`config.mk`:
```
export PLATFORM = sky130hd
export DESIGN_NAME = brtrace_writer
export DESIGN_NICKNAME = d
export VERILOG_FILES = /design/src/rtl/brtrace_pkg.sv /design/src/rtl/brtrace_regs.sv /design/src/rtl/brtrace_filter.sv /design/src/rtl/brtrace_wr.sv /design/src/rtl/brtrace_writer.sv
export SDC_FILE = /design/constraint.sdc
export NUM_CORES = 1
export LEC_CHECK = 0
export ABC_AREA = 0
export BUFFER_PORTS_ARGS = -buffer_cell sky130_fd_sc_hd__clkbuf_2
export CAP_MARGIN = 20
export CORE_ASPECT_RATIO = 2
export CORE_MARGIN = 3
export CORE_UTILIZATION = 55
export DETAILED_ROUTE_END_ITERATION = 6
export GPL_ROUTABILITY_DRIVEN = 0
export PLACE_DENSITY = 0.81
export SYNTH_ARGS = -nofsm -noshare
export SYNTH_HDL_FRONTEND = slang
export SYNTH_SLANG_ARGS = --single-unit
```
`constraint.sdc`:
```
create_clock -name clk -period 6.1 [get_ports clk]
set_input_delay 0.61 -clock clk [delete_from_list [all_inputs] [get_ports clk]]
set_output_delay 0.61 -clock clk [all_outputs]
set_load 0.01 [all_outputs]
```
`src/rtl/brtrace_pkg.sv`:
```
package brtrace_pkg;

    localparam int REC_WORDS     = 3;
    localparam int WORD_BYTES    = 8;
    localparam int REC_BYTES     = REC_WORDS * WORD_BYTES;
    localparam int FLAG_MARK_BIT = 8;
    localparam int BEAT_W        = $clog2(REC_WORDS);

    typedef enum logic [2:0] {
        RA_CTRL   = 3'd0,
        RA_BASE   = 3'd1,
        RA_INDEX  = 3'd2,
        RA_LIMIT  = 3'd3,
        RA_THRESH = 3'd4,
        RA_OVFL   = 3'd5
    } reg_addr_e;

    // en sits in bit 0, skip_user in bit 3
    typedef struct packed {
        logic skip_user;
        logic skip_kern;
        logic irq_mode;
        logic en;
    } ctrl_t;

    typedef enum logic {
        WR_IDLE,
        WR_BUSY
    } wr_state_e;

    function automatic logic [63:0] flags_word(input logic [1:0] priv);
        flags_word = 64'(priv) | (64'd1 << FLAG_MARK_BIT);
    endfunction

endpackage

```
`src/rtl/brtrace_regs.sv`:
```
module brtrace_regs
    import brtrace_pkg::*;
#(
    parameter int ADDR_W = 16,
    parameter int CNT_W  = 8
) (
    input  logic              clk,
    input  logic              rst,
    input  logic              reg_wr,
    input  logic [2:0]        reg_addr,
    input  logic [ADDR_W-1:0] reg_wdata,
    output logic [ADDR_W-1:0] reg_rdata,
    input  logic              busy,
    input  logic              idx_upd,
    input  logic [ADDR_W-1:0] idx_new,
    input  logic              irq_set,
    input  logic [CNT_W-1:0]  ovf_cnt,
    output ctrl_t             ctrl,
    output logic [ADDR_W-1:0] base,
    output logic [ADDR_W-1:0] index,
    output logic [ADDR_W-1:0] limit,
    output logic [ADDR_W-1:0] thresh,
    output logic              irq,
    output logic              sw_idx_wr
);

    logic ptr_open;
    logic wr_base, wr_limit, wr_thresh, wr_ctrl;

    assign ptr_open  = !ctrl.en && !busy;
    assign wr_ctrl   = reg_wr && (reg_addr == RA_CTRL);
    assign wr_base   = reg_wr && ptr_open && (reg_addr == RA_BASE);
    assign sw_idx_wr = reg_wr && ptr_open && (reg_addr == RA_INDEX);
    assign wr_limit  = reg_wr && ptr_open && (reg_addr == RA_LIMIT);
    assign wr_thresh = reg_wr && ptr_open && (reg_addr == RA_THRESH);

    always_ff @(posedge clk) begin
        if (rst) begin
            ctrl   <= '0;
            base   <= '0;
            index  <= '0;
            limit  <= '0;
            thresh <= '0;
            irq    <= 1'b0;
        end else begin
            if (wr_ctrl)   ctrl   <= ctrl_t'(reg_wdata[3:0]);
            if (wr_base)   base   <= reg_wdata;
            if (wr_limit)  limit  <= reg_wdata;
            if (wr_thresh) thresh <= reg_wdata;
            if (idx_upd)        index <= idx_new;
            else if (sw_idx_wr) index <= reg_wdata;
            if (sw_idx_wr)    irq <= 1'b0;
            else if (irq_set) irq <= 1'b1;
        end
    end

    always_comb begin
        case (reg_addr_e'(reg_addr))
            RA_CTRL:   reg_rdata = ADDR_W'(ctrl);
            RA_BASE:   reg_rdata = base;
            RA_INDEX:  reg_rdata = index;
            RA_LIMIT:  reg_rdata = limit;
            RA_THRESH: reg_rdata = thresh;
            RA_OVFL:   reg_rdata = ADDR_W'(ovf_cnt);
            default:   reg_rdata = '0;
        endcase
    end

endmodule

```
`src/rtl/brtrace_filter.sv`:
```
module brtrace_filter
    import brtrace_pkg::*;
(
    input  ctrl_t       ctrl,
    input  logic [1:0]  priv,
    output logic        keep
);

    logic blocked;

    assign blocked = (priv == 2'd0) ? ctrl.skip_kern : ctrl.skip_user;
    assign keep    = ctrl.en && !blocked;

endmodule

```
`src/rtl/brtrace_wr.sv`:
```
module brtrace_wr
    import brtrace_pkg::*;
#(
    parameter int ADDR_W = 16,
    parameter int VA_W   = 48,
    parameter int CNT_W  = 8
) (
    input  logic              clk,
    input  logic              rst,
    input  logic              ev_valid,
    input  logic              ev_keep,
    input  logic [VA_W-1:0]   ev_from,
    input  logic [VA_W-1:0]   ev_to,
    input  logic [1:0]        ev_priv,
    input  logic              irq_mode,
    input  logic [ADDR_W-1:0] base,
    input  logic [ADDR_W-1:0] index,
    input  logic [ADDR_W-1:0] limit,
    input  logic [ADDR_W-1:0] thresh,
    input  logic              mem_ack,
    output logic              mem_req,
    output logic [ADDR_W-1:0] mem_addr,
    output logic [63:0]       mem_data,
    output logic              busy,
    output logic              idx_upd,
    output logic [ADDR_W-1:0] idx_new,
    output logic              irq_set,
    output logic [CNT_W-1:0]  ovf_cnt
);

    localparam int AX_W = ADDR_W + 1;

    wr_state_e          state;
    logic [BEAT_W-1:0]  wcnt;
    logic [ADDR_W-1:0]  start;
    logic [63:0]        rec_w [REC_WORDS];
    logic [REC_WORDS-1:0] beat_sel;

    logic [AX_W-1:0]   idx_end;
    logic [ADDR_W-1:0] rec_end;
    logic room, take, launch, drop_full, last_beat;

    assign idx_end   = {1'b0, index} + AX_W'(REC_BYTES);
    assign room      = idx_end <= {1'b0, limit};
    assign take      = (state == WR_IDLE) && ev_valid && ev_keep;
    assign launch    = take && (room || !irq_mode);
    assign drop_full = take && !room && irq_mode;
    assign last_beat = (state == WR_BUSY) && mem_ack && (wcnt == BEAT_W'(REC_WORDS - 1));
    assign rec_end   = start + ADDR_W'(REC_BYTES);

    always_ff @(posedge clk) begin
        if (rst) begin
            state   <= WR_IDLE;
            wcnt    <= '0;
            start   <= '0;
            ovf_cnt <= '0;
            for (int k = 0; k < REC_WORDS; k++) rec_w[k] <= '0;
        end else begin
            if (launch) begin
                state    <= WR_BUSY;
                wcnt     <= '0;
                start    <= room ? index : base;
                rec_w[0] <= 64'(ev_from);
                rec_w[1] <= 64'(ev_to);
                rec_w[2] <= flags_word(ev_priv);
            end
            if ((state == WR_BUSY) && mem_ack) begin
                if (last_beat) state <= WR_IDLE;
                else           wcnt  <= wcnt + 1'b1;
            end
            if ((state == WR_BUSY) && ev_valid && ev_keep && (ovf_cnt != '1))
                ovf_cnt <= ovf_cnt + 1'b1;
        end
    end

    for (genvar g = 0; g < REC_WORDS; g++) begin : g_beat
        assign beat_sel[g] = (wcnt == BEAT_W'(g));
    end

    always_comb begin
        mem_data = '0;
        for (int k = 0; k < REC_WORDS; k++)
            if (beat_sel[k]) mem_data = mem_data | rec_w[k];
    end

    assign busy     = (state == WR_BUSY);
    assign mem_req  = busy;
    assign mem_addr = start + ADDR_W'(wcnt) * ADDR_W'(WORD_BYTES);
    assign idx_upd  = last_beat;
    assign idx_new  = rec_end;
    assign irq_set  = (last_beat && irq_mode && (rec_end >= thresh)) || drop_full;

endmodule

```
`src/rtl/brtrace_writer.sv`:
```
module brtrace_writer
    import brtrace_pkg::*;
#(
    parameter int ADDR_W = 16,
    parameter int VA_W   = 48,
    parameter int CNT_W  = 8
) (
    input  logic              clk,
    input  logic              rst,
    input  logic              ev_valid,
    input  logic [VA_W-1:0]   ev_from,
    input  logic [VA_W-1:0]   ev_to,
    input  logic [1:0]        ev_priv,
    input  logic              reg_wr,
    input  logic [2:0]        reg_addr,
    input  logic [ADDR_W-1:0] reg_wdata,
    output logic [ADDR_W-1:0] reg_rdata,
    output logic              mem_req,
    output logic [ADDR_W-1:0] mem_addr,
    output logic [63:0]       mem_data,
    input  logic              mem_ack,
    output logic              irq
);

    ctrl_t             ctrl;
    logic [ADDR_W-1:0] base, index, limit, thresh, idx_new;
    logic              busy, idx_upd, irq_set, ev_keep, sw_idx_wr, ctl_irq_mode;
    logic [CNT_W-1:0]  ovf_cnt;

    assign ctl_irq_mode = ctrl.irq_mode;

    brtrace_regs #(.ADDR_W(ADDR_W), .CNT_W(CNT_W)) regs_i (
        .clk(clk), .rst(rst), .reg_wr(reg_wr), .reg_addr(reg_addr),
        .reg_wdata(reg_wdata), .reg_rdata(reg_rdata), .busy(busy),
        .idx_upd(idx_upd), .idx_new(idx_new), .irq_set(irq_set),
        .ovf_cnt(ovf_cnt), .ctrl(ctrl), .base(base), .index(index),
        .limit(limit), .thresh(thresh), .irq(irq), .sw_idx_wr(sw_idx_wr)
    );

    brtrace_filter filt_i (
        .ctrl(ctrl), .priv(ev_priv), .keep(ev_keep)
    );

    brtrace_wr #(.ADDR_W(ADDR_W), .VA_W(VA_W), .CNT_W(CNT_W)) wr_i (
        .clk(clk), .rst(rst), .ev_valid(ev_valid), .ev_keep(ev_keep),
        .ev_from(ev_from), .ev_to(ev_to), .ev_priv(ev_priv),
        .irq_mode(ctl_irq_mode), .base(base), .index(index), .limit(limit),
        .thresh(thresh), .mem_ack(mem_ack), .mem_req(mem_req),
        .mem_addr(mem_addr), .mem_data(mem_data), .busy(busy),
        .idx_upd(idx_upd), .idx_new(idx_new), .irq_set(irq_set),
        .ovf_cnt(ovf_cnt)
    );

endmodule

```
==> results of run 1 <==
-- final cells by class --
cell class	count	area (um2)	share of cell area
Tap cell	213	267	0.0228
Timing Repair Buffer	214	1100	0.0936
Clock inverter	15	166	0.0142
Inverter	50	188	0.0160
Sequential cell	195	4890	0.418
Multi-Input combinational cell	727	4670	0.399
Antenna cell	1	2.50	0.000214
Clock buffer	17	425	0.0363
-- metrics by stage --
step           area [um2]  hold slack, ns  utilization  cells  worst slack [ns]
5_1_grt             11700           0.438        0.652   1432              1.10
4_1_cts             11700           0.420        0.652   1431              1.44
2_1_floorplan       10200           0.446            -   1060              1.55
3_3_place_gp        11100           0.454        0.618   1397              1.66
3_5_place_dp        11100           0.461        0.619   1399              1.48
6_report            11700           0.434        0.652   1432              1.44
-- registers in the layout, indices dropped and copies added, names as in the netlist, 4 cells and up --
register,flops
regs_i.thresh,16
wr_i.rec_w,99
regs_i.base,16
wr_i.ovf_cnt,8
wr_i.start,16
regs_i.limit,16
regs_i.index,16
regs_i.ctrl,4
-- placed cells by master, fill, tap and decap left out, types with 31 or more instances in the layout --
cell type / count
dfxtp_1: 96
nand2_1: 143
a21oi_1: 80
ha_1: 38
inv_1: 50
a22o_1: 45
edfxtp_1: 99
mux2i_1: 31
nor2_1: 61
and2_1: 101
clkbuf_2: 202
-- kinds of logic after synthesis --
family	Yosys count	synth area share
AOI/OAI and AO/OA	220	0.150
xor gates and xnor gates	39	0.0338
adders and majority gates	41	0.0514
buffers and inverters	138	0.0623
DFF	195	0.484
muxes	43	0.0440
other	1	0.000371
and+or+nand+nor	368	0.175
-- where the power goes --
group,internal [mW],switching (mW)
logic,0.111,0.163
clock network,0.614,0.518
registers,1.41,0.0235
total,2.14,0.704
-- critical path, stage by stage (launching register included) --
cell and delay [ns]:
dfxtp_1 0.43, inv_1 0.11, ha_1 0.24, nor2_1 0.17
and2_1 0.25, nand3_1 0.12, xnor2_1 0.15, ha_1 0.32
nand3_1 0.14, nor3_1 0.35, nand3_1 0.20, a311oi_4 0.31
buf_4 0.37, nor2b_4 0.70, buf_4 0.47, and2_1 0.19
-- worst max-delay path by stage --
stage                                   end  slack (ns)  depth (start not counted)
after floorplan            wr_i.rec_w[0][0]        1.55                         13
after global placement    wr_i.rec_w[0][12]        1.66                         15
after detailed placement  wr_i.rec_w[0][28]        1.48                         15
after CTS                 wr_i.rec_w[0][60]        1.44                         15
after global routing       wr_i.rec_w[0][9]        1.10                         15
final                     wr_i.rec_w[0][60]        1.44                         15
-- per-layer routing --
layer  track usage  up-vias
met2         0.532      370
met4         0.197        0
met5             0        -
met3        0.0483      123
met1         0.260     3941
li1              -     3952
==> impl_metrics.csv, run 1 <==
group,metric,value,unit
layout,fill_cells,1484,
global_route,gr-total-overflow,0,
layout,synthToLayoutAreaGrowth,15.7,%
sta,fin_skew,0.0118,ns
cts,clockRootBuffer,"clkbuf_16",
critical_path,crit_start,"regs_i.index[3]",
floorplan,dieArea,20200,um2
global_route,grt_pass1_wl,42700,um
pwr,p_total,2.84,mW
logic_synthesis,synth.area.top_cells,"edfxtp_1 (29%), dfxtp_1 (19%), and2_1 (6.2%)",
logic_synthesis,ys_seq_area_frac,0.484,
floorplan,coreArea,18000,um2
critical_path,rr_endpoint,"wr_i.rec_w[0][60]",
logic_synthesis,synthTopCellsByCount,"nand2_1 (143), and2_1 (101), edfxtp_1 (99)",
critical_path,end_kind,"flop",
layout,finalNetCount,1368,
global_route,antenna_found_initial,1,
cts,postCtsSetupBuffers,0,
sta,slew_viol_final,0,
cts,ctsHoldBuffers,0,
routing,vias,8386,
run,cap_violations,0,
logic_synthesis,synth_top_area_frac,0.294,
min_path,hold_path_startpoint,"reg_wdata[8]",
cts,h-tree-depth,4,
logic_synthesis,synth-edff-count,99,
floorplan,initial_utilization,0.564,
critical_path,cp-start-kind,"flop",
routing,wl_per_cell,19.9,um
global_route,globalRouteTotalUtil,0.281,
logic_synthesis,yosys_warnings,0,
sta,period_needed,4.66,ns
logic_synthesis,syn_area,10100,um2
logic_synthesis,yosys.area.top_type,"edfxtp_1",
critical_path,r2r_setup_slack,1.44,ns
routing,dr.max_layer_used,"met4",
routing,drtIter0Drc,424,
logic_synthesis,synth_most_common_cell,"nand2_1",
placement,dpl.hpwl,21100,um
min_path,hold_end,"regs_i.limit[8]",
routing,wl_met3,1670,um
placement,io_buffers,203,
pwr,ir_drop,0.000185,V
critical_path,rr_worst_depth,15,
critical_path,cp.arrival,4.97,ns
cts,cts_inserted_buffers,17,
cts,cts_buffer_depth,2,
critical_path,crit_fanout,53,
global_route,grt_pass1_vias,8131,
critical_path,required,6.40,ns
floorplan,io_pins,220,
status,status,"finished, final reports clean",
sta,setup_viol,0,
min_path,hold_depth,3,
pwr,p_leak,4.73,nW
routing,antenna_left,0,
cts,post_cts_resized,0,
sta,max_freq,214,MHz
routing,route.met2.wl,15800,um
floorplan,fp.dieW,102,um
logic_synthesis,async_flop_share,0,
floorplan,fp-row-count,69,
logic_synthesis,synth_cells,1045,
routing,drc,0,
pwr,power_density,243,nW/um2
routing,firstDrtPassIters,7,
logic_synthesis,ys.flop_type,"edfxtp_1",
logic_synthesis,ys_types,58,
cts,insertion_delay,0.44,ns
logic_synthesis,synth_seq_cells,195,
routing,drt-total-wl,28500,um
global_route,grt_start_max_net_pins,78,
sta,tightest_slew,1.12,ns
cts,cts_tree,"done",
cts,cts_sinks,195,
sta,rsz0062_at_grt,"no",
sta,period_share,0.765,
routing,m1WireLength,9030,um
routing,via_per_inst,5.86,
cts,path_clk_slew,0.07,ns
sta,slew_headroom,0.251,
floorplan,dieHeight,198,um
min_path,hold_class,"input pin to flop",
critical_path,rr_startpoint,"regs_i.index[3]",
logic_synthesis,syn_avg_cell_area,9.68,um2
layout,drive_gt1_frac,0.218,
critical_path,critical_path_class,"flop to flop",
sta,hold_viol,0,
sta,fin_setup_tns,0,ns
Note: power is estimated with default switching activity, not from simulation.
==> run 2: changes to the inputs <==
clock period = 4.9 ns   (was 6.1 ns; I/O delays follow)
==> run 2 against run 1 <==
Cell count grew 0.14%. Utilization grew 0.13 points. Cell area grew 0.19%.
==> impl_metrics.csv, run 2 (synthesized netlist as in run 1, its figures left out) <==
group,metric,value,unit
critical_path,slowest_delay,0.50,ns
floorplan,coreArea,18000,um2
routing,via_per_inst,5.77,
floorplan,fp.dieW,102,um
critical_path,crit_path_frequent_cell,"nand3_1",
sta,fin_skew,0.0144,ns
layout,mostFrequentLayoutCells,"clkbuf_2 (202), nand2_1 (143), and2_1 (101)",
pwr,power_density,298,nW/um2
critical_path,cp-start-kind,"flop",
critical_path,critPathSlowestCell,"or2_4",
sta,period_share,0.800,
cts,post_cts_resized,0,
global_route,grt_start_max_net_pins,100,
routing,vias,8275,
floorplan,initial_utilization,0.564,
critical_path,cp_cell_sequence,"inv_1, ha_1, nor2_1, and2_1, nand3_1, xnor2_1, ha_1, nand3_1, nor3_1, nand3_1, a311oi_4, or2_4, buf_4",
cts,cts_tree,"done",
sta,setup_viol,0,
routing,antenna_left,0,
sta,hold_viol,0,
global_route,grt_pass1_wl,42900,um
sta,fin_setup_tns,0,ns
sta,slew_viol_final,0,
cts,path_clk_slew,0.07,ns
critical_path,critical_path_class,"flop to flop",
routing,drc,0,
placement,pre_cts_ws,1.01,ns
sta,rsz0062_at_grt,"no",
layout,diodes,0,
placement,dpl-instance-area,11100,um2
routing,drtIter0Drc,385,
min_path,hold_class,"input pin to flop",
floorplan,fp-row-count,69,
sta,max_freq,255,MHz
sta,period_needed,3.92,ns
sta,slew_headroom,0.350,
cts,ctsHoldBuffers,0,
floorplan,dieArea,20200,um2
layout,top_register,"wr_i.rec_w",
placement,dpl.hpwl,21000,um
layout,postLayoutCellArea,11700,um2
layout,drive_gt1_frac,0.218,
sta,tightest_slew,0.973,ns
cts,clockRootBuffer,"clkbuf_16",
critical_path,crit_fanout,36,
global_route,antenna_found_initial,0,
layout,synthToLayoutAreaGrowth,15.9,%
global_route,gr-total-overflow,0,
cts,cts_buffer_depth,2,
floorplan,dieHeight,198,um
cts,h-tree-depth,4,
layout,finalNetCount,1372,
sta,timing.final.ws_setup,0.978,ns
global_route,grt_pass1_vias,8367,
layout,largest_reg_flops,99,
cts,insertion_delay,0.44,ns
global_route,globalRouteTotalUtil,0.281,
floorplan,io_pins,220,
status,status,"finished, final reports clean",
pwr,p_leak,4.74,nW
critical_path,cp.arrival,4.04,ns
routing,firstDrtPassIters,5,
layout,mostFrequentLayoutCell,"clkbuf_2",
critical_path,end_kind,"flop",
layout,final_cell_count_no_fill,1434,
run,cap_violations,0,
cts,postCtsSetupBuffers,0,
critical_path,required,5.02,ns
placement,io_buffers,203,
cts,cts_sinks,195,
routing,drt-total-wl,28300,um
routing,wl_per_cell,19.7,um
placement,post-place-cells,1401,
pwr,ir_drop,0.000254,V
cts,cts_inserted_buffers,17,
## run 2: power by group
part           switching, mW  internal, mW  total [mW]  leakage [nW]
clock                  0.619         0.748        1.37         0.265
combinational          0.204         0.143       0.347          2.68
sequential            0.0283          1.76        1.79          1.80
## run 2: path summary, 6_finish.rpt
| check | startpoint | endpoint | slack [ns] | cells past startpoint |
|---|---|---|---|---|
| setup / recovery | regs_i.index[3] | wr_i.rec_w[0][66] | 0.98 | 13 |
| setup reg to reg | regs_i.index[3] | wr_i.rec_w[0][66] | 0.98 | 13 |
| hold reg to reg | regs_i.limit[12] | regs_i.limit[12] | 0.47 | 2 |
| hold / removal | reg_wdata[11] | regs_i.limit[11] | 0.32 | 3 |
## run 2: critical path, delay by kind of cell (launching register included)
kind | cells | cell delay, ns
flops | 1 | 0.41
fa+ha+maj | 2 | 0.54
simple gates | 7 | 1.66
compound gates | 1 | 0.37
buf+inv | 2 | 0.45
xor+xnor | 1 | 0.15
## run 2: routing by layer
metal  vias to the layer above  routed length [um]  track usage
met5                         -                   0            0
met4                         0                1990        0.188
met3                       124                1670       0.0547
met2                       353               15700        0.533
met1                      3852                8940        0.260
li1                       3946                   -            -
## run 2: cell type report
type | count | area [um2]
fill | 1470 | 6230
inverter | 50 | 188
clock inverter | 13 | 135
tap | 213 | 267
sequential | 195 | 4890
clock buffer | 18 | 429
timing repair buffer | 218 | 1150
multi-input combinational | 727 | 4670
## run 2: stage by stage
step | hold slack [ns] | power (mW) | util
3_3_place_gp | 0.456 | 2.15 | 0.620
4_1_cts | 0.303 | 3.51 | 0.652
6_report | 0.320 | 3.50 | 0.653
3_5_place_dp | 0.460 | 2.16 | 0.620
2_1_floorplan | 0.446 | 2.03 | -
5_1_grt | 0.318 | 3.60 | 0.653
==> run 3: changes to the inputs <==
ABC_AREA = 1   (was 0)
CORE_UTILIZATION = 50   (was 55)
PLACE_DENSITY = 0.77   (was 0.81)
clock period = 3.2 ns   (was 4.9 ns; I/O delays follow)
==> run 3 against run 2 <==
Area after synthesis rose by 0.45%. Via count rose by 9.9%. Hold slack got worse by 0.14 ns. Combinational power rose by 86%. Die area rose by 10%. Critical path depth rose by 5. Wire length rose by 0.81%. Clock-buffer cell count fell by 1. Global-route usage fell by 3.0 points. First-iteration DRC count rose by 35%.
==> impl_metrics.csv, run 3 <==
group,metric,value,unit
status,status,"finished, final reports clean",
sta,tightest_slew,0.785,ns
critical_path,worst-path-buf-inv,4,
layout,postLayoutCellArea,12400,um2
sta,period_needed,3.07,ns
placement,post-place-cells,1676,
sta,hold_viol,0,
critical_path,r2r_setup_slack,0.13,ns
critical_path,crit_fanout,7,
floorplan,fp-row-count,73,
floorplan,coreArea,19900,um2
global_route,grt_pass1_vias,8897,
pwr,clkPwrFrac,0.382,
critical_path,slowest_delay,0.34,ns
logic_synthesis,synth.area.top_cells,"edfxtp_1 (29%), dfxtp_1 (19%), inv_1 (8.1%)",
routing,firstDrtPassIters,5,
layout,fill_cells,1716,
pwr,swShare,0.268,
cts,cts_inserted_buffers,17,
routing,drc,0,
floorplan,dieHeight,208,um
logic_synthesis,yosys.area.top_type,"edfxtp_1",
critical_path,cp.depth,18,
sta,period_share,0.961,
critical_path,cp.arrival,3.28,ns
layout,diodes,0,
placement,dpl.hpwl,21600,um
floorplan,fp.dieW,107,um
min_path,hold_end,"wr_i.rec_w[0][38]",
logic_synthesis,syn_area,10200,um2
routing,vias,9092,
min_path,hold_path_startpoint,"ev_from[38]",
sta,setup_viol,0,
critical_path,critical_path_class,"flop to flop",
placement,io_buffers,203,
layout,finalNetCount,1605,
pwr,pwr-share-seq,0.500,
layout,largest_reg_flops,99,
placement,dpl-instance-area,11600,um2
layout,mostFrequentLayoutCell,"inv_1",
critical_path,cp-start-kind,"flop",
layout,final_cell_count_no_fill,1717,
global_route,grt_start_max_net_pins,49,
layout,mostFrequentLayoutCells,"inv_1 (218), clkbuf_2 (203), nand2_1 (183)",
logic_synthesis,yosys_warnings,0,
logic_synthesis,async_flop_share,0,
logic_synthesis,synth_cells,1224,
floorplan,io_pins,220,
logic_synthesis,ys_types,40,
min_path,hold_depth,3,
critical_path,crit_path_frequent_cell,"nand3_4",
logic_synthesis,synthTopCellsByCount,"inv_1 (219), nand2_1 (185), nor2_1 (136)",
sta,timing.final.ws_setup,0.126,ns
critical_path,critical_path.top_delay_family,"simple AND/OR/NAND/NOR gates",
logic_synthesis,synth_seq_cells,195,
sta,slew_headroom,0.476,
routing,drt-total-wl,28500,um
routing,wl_per_cell,16.6,um
critical_path,rr_startpoint,"regs_i.index[3]",
pwr,power.switching,1.47,mW
global_route,gr-total-overflow,0,
critical_path,critPathSlowestCell,"dfxtp_2",
cts,insertion_delay,0.44,ns
sta,holdWs,0.178,ns
critical_path,required,3.41,ns
layout,top_register,"wr_i.rec_w",
logic_synthesis,syn_avg_cell_area,8.30,um2
floorplan,dieArea,22200,um2
cts,cts_buffer_depth,2,
pwr,ir_drop,0.000318,V
placement,pre_cts_ws,-0.0518,ns
critical_path,cp_cell_sequence,"inv_1, ha_2, nor2_4, nand3_4, nor2_4, nand2_1, xor2_1, inv_1, ha_1, nand2_1, o21bai_2, nand4_1, nand3_4, nand3_4, nand2_4, nand2_8, buf_6, buf_4",
layout,fin_util,0.625,
run,cap_violations,0,
layout,drive_gt1_frac,0.229,
logic_synthesis,synth_top_area_frac,0.292,
logic_synthesis,ys_seq_area_frac,0.482,
logic_synthesis,ys.flop_type,"edfxtp_1",
pwr,power_density,440,nW/um2
logic_synthesis,synth_most_common_cell,"inv_1",
critical_path,rr_worst_depth,18,
floorplan,initial_utilization,0.510,
layout,synthToLayoutAreaGrowth,22.4,%
global_route,grt_pass1_wl,43900,um
sta,max_freq,325,MHz
critical_path,rr_endpoint,"wr_i.rec_w[0][33]",
cts,path_clk_slew,0.08,ns
sta,fin_skew,0.00974,ns
pwr,p_leak,5.81,nW
cts,cts_tree,"done",
global_route,antenna_found_initial,0,
pwr,pwr-share-comb,0.118,
routing,drtIter0Drc,520,
sta,slew_viol_final,0,
global_route,globalRouteTotalUtil,0.251,
logic_synthesis,synth-edff-count,99,
cts,clockRootBuffer,"clkbuf_16",
routing,via_per_inst,5.30,
critical_path,end_kind,"flop",
cts,h-tree-depth,4,
pwr,intPower,4.01,mW
cts,cts_sinks,195,
sta,rsz0062_at_grt,"yes",
min_path,hold_class,"input pin to flop",
routing,antenna_left,0,
-- run 3: cell types whose count changed in the layout (fill, tap and decap cells not counted), sizes merged, moves of 6 or more --
cell     change
a22oi       -20
and2       -102
nor2        +85
buf         +33
nand3       +33
o2111ai      +6
inv        +179
nand2       +45
xor2        +13
mux2i       -31
a211oi      -16
o21ai       +58
mux2        -12
xnor2       -18
-- run 3: worst max path at each step --
stage                    startpoint                end  slack [ns]
global route        regs_i.index[3]  wr_i.rec_w[0][33]       -0.05
detailed placement  regs_i.index[3]  wr_i.rec_w[0][86]       -0.05
CTS                 regs_i.index[3]  wr_i.rec_w[0][30]        0.03
floorplan           regs_i.index[3]   wr_i.rec_w[0][0]        0.02
finish              regs_i.index[3]  wr_i.rec_w[0][33]        0.13
global placement    regs_i.index[3]  wr_i.rec_w[0][85]        0.05
-- run 3: what timing repair did --
| item | CTS | global route |
|---|---|---|
| setup endpoints to repair | 161 | 209 |
| hold buffers | 0 | 0 |
| pin swaps | 1 | 4 |
| cloned | 0 | 3 |
| setup buffers | 0 | 6 |
| gates resized for setup | 4 | 30 |
-- run 3: kinds of logic (layout without fill, tap and decap cells) --
family          Yosys count  count (layout)  share of synthesized area
simple gates            406             407                      0.167
fa+ha+maj                41              41                     0.0512
buf+inv                 293             508                      0.117
other cells               1              16                   0.000369
flops                   195             195                      0.482
compound gates          254             254                      0.153
xor+xnor                 34              34                     0.0293
-- run 3: per-layer routing --
layer | global-route usage | up-vias | wire, um
li1 | - | 4422 | -
met1 | 0.253 | 4187 | 9460
met2 | 0.482 | 387 | 15900
met3 | 0.0305 | 96 | 1550
met4 | 0.141 | 0 | 1580
met5 | 0 | - | 0
-- run 3: worst register-to-register path, stage by stage, from the launching register on --
cell      delay [ns]
dfxtp_2         0.34
inv_1           0.05
ha_2            0.21
nor2_4          0.12
nand3_4         0.10
nor2_4          0.13
nand2_1         0.10
xor2_1          0.14
inv_1           0.06
ha_1            0.27
nand2_1         0.11
o21bai_2        0.23
nand4_1         0.20
nand3_4         0.15
nand3_4         0.12
nand2_4         0.11
nand2_8         0.11
buf_6           0.18
buf_4           0.13
-- run 3: area by class of cell --
cell class / instances / area [um2] / area share
sequential: 195 / 4900 / 0.394
multi-input combinational: 752 / 4260 / 0.343
timing repair buffer: 254 / 1530 / 0.123
inverter: 222 / 836 / 0.0672
clock buffer: 17 / 425 / 0.0342
tap: 262 / 328 / 0.0264
clock inverter: 15 / 156 / 0.0126
-- run 3: power groups by stage --
stage	sequential [mW]	clock [mW]	combinational, mW
floorplan	2.79	0	0.357
global placement	2.79	0	0.605
detailed placement	2.80	0	0.612
CTS	2.74	2.12	0.619
global route	2.75	2.22	0.707
finish	2.74	2.09	0.644
-- run 3: per-stage QoR --
step	power (mW)	TNS, ns
2_1_floorplan	3.14	0
3_3_place_gp	3.40	0
3_5_place_dp	3.41	-2.19
4_1_cts	5.48	0
5_1_grt	5.68	-1.48
6_report	5.47	0
